==> src/rtl/osdiv_pkg.sv <==
// Shared types for the rate-retimed divider.
package osdiv_pkg;
    // Core sequencer: waiting, iterating one bit per cycle, publishing result.
    typedef enum logic [1:0] {
        ST_IDLE   = 2'd0,
        ST_RUN    = 2'd1,
        ST_FINISH = 2'd2
    } div_state_t;
endpackage

==> src/rtl/osdiv_strobe_gen.sv <==
// Slow-rate strobe source. With USE_INT set, a modulo-RATIO counter makes a
// one-cycle pulse every RATIO fast cycles; otherwise the external strobe is
// passed through. Assumes RATIO >= 2.
module osdiv_strobe_gen #(
    parameter int RATIO   = 20,
    parameter bit USE_INT = 1'b1
) (
    input  logic clk,
    input  logic rst_n,
    input  logic ext_strobe_i,
    output logic strobe_o
);
    localparam int CW = (RATIO > 1) ? $clog2(RATIO) : 1;

    generate
        if (USE_INT) begin : g_int
            logic [CW-1:0] cnt;
            logic          unused_ext;
            assign unused_ext = ext_strobe_i;

            // Count fast cycles modulo RATIO; reset restarts the period.
            always_ff @(posedge clk) begin
                if (!rst_n)
                    cnt <= '0;
                else if (cnt == CW'(RATIO - 1))
                    cnt <= '0;
                else
                    cnt <= cnt + 1'b1;
            end

            assign strobe_o = (cnt == CW'(RATIO - 1));

            // the strobe never lasts two cycles in a row.
            a_r6_single_cycle_strobe: assert property (@(posedge clk) disable iff (!rst_n)
                strobe_o |=> !strobe_o);
        end else begin : g_ext
            assign strobe_o = ext_strobe_i;
        end
    endgenerate
endmodule

==> src/rtl/osdiv_core.sv <==
// Bit-serial restoring divider. It loads operands on start_i, produces one
// quotient bit per cycle for W cycles, then publishes the result in a
// finish cycle (W+2 cycles in all). Assumes start_i only arrives while idle.
// A zero divisor forces an all-ones quotient and returns the dividend.
module osdiv_core
    import osdiv_pkg::*;
#(
    parameter int W = 16
) (
    input  logic         clk,
    input  logic         rst_n,
    input  logic         start_i,
    input  logic [W-1:0] dividend_i,
    input  logic [W-1:0] divisor_i,
    output logic         busy_o,
    output logic [W-1:0] res_q_o,
    output logic [W-1:0] res_r_o,
    output logic         res_z_o
);
    localparam int SW = $clog2(W + 1);

    div_state_t    state;
    logic [SW-1:0] step;
    logic [W-1:0]  q_sh, rem, dvs, dvd_keep;
    logic          zero;

    logic [W:0]    rem_ext, diff;
    logic [W-1:0]  q_next, rem_next;

    // One restoring step: shift in the next dividend bit, try to subtract.
    always_comb begin
        rem_ext = {rem, q_sh[W-1]};
        diff    = rem_ext - {1'b0, dvs};
        if (!diff[W]) begin
            rem_next = diff[W-1:0];
            q_next   = {q_sh[W-2:0], 1'b1};
        end else begin
            rem_next = rem_ext[W-1:0];
            q_next   = {q_sh[W-2:0], 1'b0};
        end
    end

    // Sequencer and datapath registers.
    always_ff @(posedge clk) begin
        if (!rst_n) begin
            state    <= ST_IDLE;
            step     <= '0;
            q_sh     <= '0;
            rem      <= '0;
            dvs      <= '0;
            dvd_keep <= '0;
            zero     <= 1'b0;
        end else begin
            case (state)
                ST_IDLE: if (start_i) begin
                    q_sh     <= dividend_i;
                    dvd_keep <= dividend_i;
                    dvs      <= divisor_i;
                    rem      <= '0;
                    zero     <= (divisor_i == '0);
                    step     <= SW'(W);
                    state    <= ST_RUN;
                end
                ST_RUN: begin
                    q_sh  <= q_next;
                    rem   <= rem_next;
                    step  <= step - 1'b1;
                    if (step == SW'(1))
                        state <= ST_FINISH;
                end
                default: state <= ST_IDLE;
            endcase
        end
    end

    // Result registers, written once per operation in the finish cycle.
    always_ff @(posedge clk) begin
        if (!rst_n) begin
            res_q_o <= '0;
            res_r_o <= '0;
            res_z_o <= 1'b0;
        end else if (state == ST_FINISH) begin
            res_q_o <= zero ? {W{1'b1}} : q_sh;
            res_r_o <= zero ? dvd_keep : rem;
            res_z_o <= zero;
        end
    end

    assign busy_o = (state != ST_IDLE);

    // a finished non-zero division leaves a remainder below the divisor.
    a_r2_rem_below_divisor: assert property (@(posedge clk) disable iff (!rst_n)
        (state == ST_FINISH && !zero) |-> (rem < dvs));

    // iterating with a zero divisor naturally yields all ones and the dividend.
    a_r5_zero_iteration: assert property (@(posedge clk) disable iff (!rst_n)
        (state == ST_FINISH && zero) |-> (q_sh == {W{1'b1}} && rem == dvd_keep));
endmodule

==> src/rtl/osdiv_out_hold.sv <==
// Output retiming stage: copies the core result to the ports only at the
// edge that ends a strobe cycle, so outputs move at the slow rate alone.
module osdiv_out_hold #(
    parameter int W = 16
) (
    input  logic         clk,
    input  logic         rst_n,
    input  logic         load_i,
    input  logic [W-1:0] q_i,
    input  logic [W-1:0] r_i,
    input  logic         z_i,
    output logic [W-1:0] q_o,
    output logic [W-1:0] r_o,
    output logic         z_o
);
    // Capture the finished result on the strobe edge; hold otherwise.
    always_ff @(posedge clk) begin
        if (!rst_n) begin
            q_o <= '0;
            r_o <= '0;
            z_o <= 1'b0;
        end else if (load_i) begin
            q_o <= q_i;
            r_o <= r_i;
            z_o <= z_i;
        end
    end

    // outside strobe edges nothing at the outputs moves.
    a_r3_hold_between_strobes: assert property (@(posedge clk) disable iff (!rst_n)
        !load_i |=> ($stable(q_o) && $stable(r_o) && $stable(z_o)));

    // the zero flag always comes with an all-ones quotient.
    a_r5_flag_with_ones: assert property (@(posedge clk) disable iff (!rst_n)
        z_o |-> (q_o == {W{1'b1}}));
endmodule

==> src/rtl/osdiv_top.sv <==
// Rate-retimed unsigned divider. Each strobe samples new operands into the
// iterating core and publishes the previous operation's result. Assumes
// RATIO >= W + 2, so that a division ends before the next strobe.
module osdiv_top #(
    parameter int W       = 16,
    parameter int RATIO   = 20,
    parameter bit USE_INT = 1'b1
) (
    input  logic         clk,
    input  logic         rst_n,
    input  logic         ext_strobe_i,
    input  logic [W-1:0] dividend_i,
    input  logic [W-1:0] divisor_i,
    output logic         strobe_o,
    output logic [W-1:0] quotient_o,
    output logic [W-1:0] remainder_o,
    output logic         div_zero_o
);
    logic         strobe, busy, res_z;
    logic [W-1:0] res_q, res_r;

    osdiv_strobe_gen #(.RATIO(RATIO), .USE_INT(USE_INT)) u_strobe (
        .clk          (clk),
        .rst_n        (rst_n),
        .ext_strobe_i (ext_strobe_i),
        .strobe_o     (strobe)
    );

    osdiv_core #(.W(W)) u_core (
        .clk        (clk),
        .rst_n      (rst_n),
        .start_i    (strobe),
        .dividend_i (dividend_i),
        .divisor_i  (divisor_i),
        .busy_o     (busy),
        .res_q_o    (res_q),
        .res_r_o    (res_r),
        .res_z_o    (res_z)
    );

    osdiv_out_hold #(.W(W)) u_hold (
        .clk    (clk),
        .rst_n  (rst_n),
        .load_i (strobe),
        .q_i    (res_q),
        .r_i    (res_r),
        .z_i    (res_z),
        .q_o    (quotient_o),
        .r_o    (remainder_o),
        .z_o    (div_zero_o)
    );

    assign strobe_o = strobe;

    // the core has always finished when the next strobe arrives.
    a_r7_idle_at_strobe: assert property (@(posedge clk) disable iff (!rst_n)
        strobe |-> !busy);
endmodule

==> config.mk <==
export PLATFORM = sky130hd
export DESIGN_NAME = osdiv_top
export DESIGN_NICKNAME = d
export VERILOG_FILES = /design/src/rtl/osdiv_pkg.sv /design/src/rtl/osdiv_strobe_gen.sv /design/src/rtl/osdiv_core.sv /design/src/rtl/osdiv_out_hold.sv /design/src/rtl/osdiv_top.sv
export SDC_FILE = /design/constraint.sdc
export NUM_CORES = 1
export LEC_CHECK = 0
export ABC_AREA = 1
export ABC_CLOCK_PERIOD_IN_PS = 2100
export BUFFER_PORTS_ARGS = -buffer_cell sky130_fd_sc_hd__buf_4
export CAP_MARGIN = 20
export CORE_ASPECT_RATIO = 0.6
export CORE_MARGIN = 2
export CORE_UTILIZATION = 53
export DETAILED_ROUTE_END_ITERATION = 10
export PLACE_DENSITY = 0.76
export RECOVER_POWER = 50
export SLEW_MARGIN = 40
export SYNTH_ARGS = -nofsm -noshare
export SYNTH_HDL_FRONTEND = slang
export SYNTH_HIERARCHICAL = 1
export SYNTH_SLANG_ARGS = --single-unit
==> constraint.sdc <==
create_clock -name clk -period 2.1 [get_ports clk]
set_input_delay 0.105 -clock clk [delete_from_list [all_inputs] [get_ports clk]]
set_output_delay 0.105 -clock clk [all_outputs]
set_load 0.01 [all_outputs]
; After elaboration in Yosys (flattened, before gate mapping)
; Index checks and enable logic that the tools add are counted.
[totals]
ff_bits = 143
latch_bits = 0
ram_bits = 0
romBits = 0
in_bits = 35
output_inout_bits = 34
wordCells = 44
n_memories = 0
[classes]
add_sub_neg = 3
mul = 0
div_mod_pow = 0
order_cmp = 0
eq_ne = 6
shift = 0
mux = 13
bitwise_logic = 1
reduce_logical = 7
[ops]
columns = cell, count
row1 = 16-bit 2-to-1 mux, 5
row2 = 16-bit case mux with 2 select lines, 2
row3 = 17-bit by 16-bit subtractor with 17-bit output, 1
row4 = 16-bit zero test, 1
row5 = 5-bit case mux with 2 select lines, 1
row6 = 2-bit AND reduction, 3
row7 = "5-bit by 1-bit adder with 5-bit output, second input constant", 1
row8 = "5-bit by 1-bit == test with 1-bit output, second input constant", 1
row9 = "5-bit == test, second input constant", 1
row10 = 5-bit 2-to-1 mux, 1
row11 = "5-bit by 1-bit subtractor with 5-bit output, second input constant", 1
row12 = 2-bit 2-to-1 mux, 2
row13 = 2-bit case mux with 2 select lines, 1
row14 = "2-bit by 1-bit == test with 1-bit output, second input constant", 1
row15 = "2-bit == test, second input constant", 1
row16 = 2-bit zero test, 1
row17 = "2-bit by 1-bit != test with 1-bit output, second input constant", 1
row18 = "2-bit != test, second input constant", 1
row19 = 2-bit nonzero test, 1
row20 = 2-bit OR reduction, 1
row21 = 1-bit 2-to-1 mux, 1
row22 = 1-bit NOT, 1

; Logic depth before layout (Yosys ltp)
[depth]
depth_word = 3
ltp_mapped = 16
ltp_nobuf = 16

; Modules after synthesis
; Netlist, hierarchy kept.
[modules_own_cells]
columns = module, instances, cells_each, area_per_inst_um2, seq_area_each_um2
row1 = osdiv_core, 1, 706, 5027.3, 2102.0
row2 = osdiv_out_hold, 1, 209, 1347.5, 660.6
row3 = osdiv_strobe_gen, 1, 31, 231.5, 100.1

; Least setup slack after synthesis
; No wires, ideal clock.
[synth_timing]
path_type = reg2reg
from = register u_core.q_sh[15]
to = register u_core.rem[9]
arrival_ps = 1873
setup_slack_ps = 110
path_stages_with_launch = 16
path_buffers = 1
path_cell_list = dfxtp_1 > inv_1 > ha_1 > inv_1 > fa_1 > nand2_1 > nand2_1 > nand3_1 > nand2_2 > nand2_2 > nand3_2 > nand2_4 > buf_8 > nand3_2 > o211ai_2 > nand2_1
[synth_via]
elab_chain_cells = 3
[synth_lines]
columns = item, line
row1 = from (decl), osdiv_core.sv:24  ; logic [W-1:0] q_sh, rem, dvs, dvd_keep;
row2 = from (signal assigned), osdiv_core.sv:56  ; q_sh <= dividend_i;
row3 = from (signal assigned), osdiv_core.sv:65  ; q_sh <= q_next;
row4 = 17-bit by 16-bit subtractor with 17-bit output, osdiv_core.sv:33  ; diff = rem_ext - {1'b0, dvs};
row5 = 16-bit 2-to-1 mux, osdiv_core.sv:34  ; if (!diff[W]) begin
row6 = 16-bit case mux with 2 select lines, osdiv_core.sv:54  ; case (state)
row7 = to (signal assigned), osdiv_core.sv:66  ; rem <= rem_next;
row8 = to (decl), osdiv_core.sv:24
; Every way passes these cells.
; A chain may end at the register's enable or synchronous reset.

; Worst setup path after layout
[layout_timing]
from = register u_core.q_sh[15]
to = register u_core.rem[6]
; Same word-level chain as after synthesis.

==> summary.txt <==
Critical path
  • Critical Path Most Common Cell: nand2_4
  • Startpoint types: flop
  • Worst EP required: roughly 2.4 ns
  • Crit-path max FO: 7
  • CP endpoint kind: flop
  • Crit-path cells: inv_2, ha_4, inv_2, fa_2, nand2_2, nand2_2, nand3_2, nand2_4, nand2_4, nand2_4, nand2_8, nand2_4, buf_6, o21ai_1, o21ai_1
  • Worst path arrival time: 2.43 ns
  • Largest stage delay, worst path: roughly 0.40 ns
  • Critical path type: flop to flop
  • Worst reg-to-reg path cell count: 15
  • CP max stage cell: fa_2

Die
  • Initial core utilization: 0.546
  • Die W: between 100 and 150 um
  • Die Y: 90.5 um
  • Core region area: about 12000 um2
  • Die Footprint: about 13000 um2
  • Site row count: 31
  • Top-level I/O count: 69

Routing
  • Routed length per instance: 14.9 um
  • DR iter-0 viols: ~550
  • DR vias/cell: ~5.2
  • WL final: around 18000 um
  • DR vias: between 6000 and 7000
  • Final ANT Viol Nets: 0
  • Drt pass-1 iters: 5
  • DRC violations left: 0

GRT
  • First-pass GRT wire length: roughly 29000 um
  • GRT Util Overall: 0.268
  • Largest net degree at the start of global routing: 69
  • Vias in the first global route: between 5000 and 6000
  • Grt ovf: 0
  • Antenna violations before repair: 0

Power
  • Pwr Density: 735 nW/um2
  • Worst vdd ir: around 0.6 mV
  • Total power: around 0.0060 W
  • Leak pwr: approximately 3.4 nW

Min path
  • Hold Path Depth: 3
  • Type of the most critical hold path: input port to flop

Clock tree
  • Num CTS Buffers: 17
  • Htree depth: 4
  • Clock root buffer: clkbuf_16
  • Longest Clk Path Bufs: 2
  • Clk_lat worst skew: between 0.4 and 0.5 ns
  • Clk pin slew, worst setup/hold paths: approximately 0.06 ns
  • CTS Sinks: between 100 and 150
  • CTS tree: yes

Synth
  • Mean post-synth cell area: between 6 and 7 um2
  • Total nets after synthesis: 1000
  • Synth Cell Area: approximately 6600 um2
  • Syn. warnings: 6
  • Syn Inst Count: about 950

Layout
  • Final Non-Filler Cells: 1216
  • Fill cell count: roughly 1000
  • Most frequent cells in the layout: nand2_1, dfxtp_1, nor2_1
  • Leading cell type in the layout, fill and taps excluded: nand2_1
  • Multi-input gate area: around 3200 um2
  • Register area: between 2000 and 3000 um2
  • Area delta synth->final: 23.4%
  • Ant diodes: 0
  • Layout cells sized above 1: 0.136
  • Fin util: 0.673
  • Nets@finish: 1093

STA
  • Final Max Tran Viols: 0
  • Hold WS: approximately 0.016 ns
  • Slew HR: 0.534
  • Setup ws final: -0.0389 ns
  • Fin crit share: 1.02
  • RSZ-0062 raised after global routing: yes
  • Endpoints failing setup: 2
  • Clock Skew: around 0.013 ns
  • Max Clk Rate: 468 MHz
  • Hold Vio Cnt, Final: 0
  • Crit path time final: between 2 and 2.5 ns
  • Worst Tran Pin Value: between 0.6 and 0.7 ns

Placed design
  • Placed Instances: about 1200
  • Buffers on Ports: 67
  • DP HPWL: roughly 12000 um
  • Gp weighted congestion: 0.932

Run status
  • Failing checks: negative setup slack
  • Run status: complete, but fails checks

Run
  • Max-Cap Viols: 0
==> per-layer routing <==
| layer | GRT usage | up-vias | wire length (um) |
|---|---|---|---|
| li1 | - | 3190 | - |
| met4 | 0.0500 | 0 | 123 |
| met3 | 0.0813 | 16 | 1760 |
| met1 | 0.400 | 2883 | 9010 |
| met2 | 0.380 | 280 | 7200 |
| met5 | 0 | - | 0 |
==> final timing paths <==
path | start | to | slack [ns]
worst max-delay path | u_core/q_sh[15] | u_core/rem[6] | -0.04
worst min-delay path | dividend_i[14] | u_core/dvd_keep[14] | 0.02
worst min register to register | u_core/dvs[4] | u_core/dvs[4] | 0.46
worst max register to register | u_core/q_sh[15] | u_core/rem[6] | -0.04
==> flip-flops by register name, indices dropped and copies added, names as in the netlist <==
| signal | cells |
|---|---|
| u_hold/q_o | 16 |
| u_core/zero | 1 |
| u_core/q_sh | 16 |
| u_core/state | 2 |
| u_hold/z_o | 1 |
| u_core/step | 5 |
| u_core/dvd_keep | 16 |
| u_strobe/g_int.cnt | 5 |
| u_core/dvs | 16 |
| u_core/res_r_o | 16 |
| u_core/rem | 16 |
| u_core/res_z_o | 1 |
| u_hold/r_o | 16 |
| u_core/res_q_o | 16 |
==> report_power, final <==
| group | leakage, nW | internal [W] | switching, W |
|---|---|---|---|
| clock | 0.289 | 0.00190 | 0.00120 |
| combinational | 2.00 | 0.0000805 | 0.0000836 |
| sequential | 1.15 | 0.00272 | 0.00000563 |
| total | 3.44 | 0.00470 | 0.00129 |
==> metrics by stage <==
stage               setup WS, ns  TNS (ns)  area, um2
CTS                      0.00569         0       8150
floorplan                  0.110         0       6600
detailed placement       -0.0605    -0.340       7350
finish                   -0.0389   -0.0611       8150
global placement         -0.0292   -0.0339       7350
global route              -0.143     -1.12       8150
==> worst max-delay path: cells and delay by family (launching register included) <==
kind,cells,cell delay (ns)
fa+ha+maj,2,0.53
buf+inv,3,0.25
compound gates,2,0.25
simple gates,8,0.65
flops,1,0.32
==> final cells by class <==
class,count,share of cell area
timing repair buffer,119,0.104
clock buffer,19,0.0544
multi-input combinational,647,0.393
clock inverter,13,0.0200
inverter,110,0.0510
sequential,143,0.352
tap,165,0.0253
==> what timing repair did <==
action | 4_1_cts | 5_1_grt
setup buffers | 1 | 3
pin swaps | 3 | 13
gates cloned | 0 | 2
setup endpoints to repair | 16 | 18
hold buffers | 16 | 0
endpoints found under the hold margin | 16 | 0
resized for setup | 7 | 25
No activity file was read; power rests on OpenSTA's default activity.
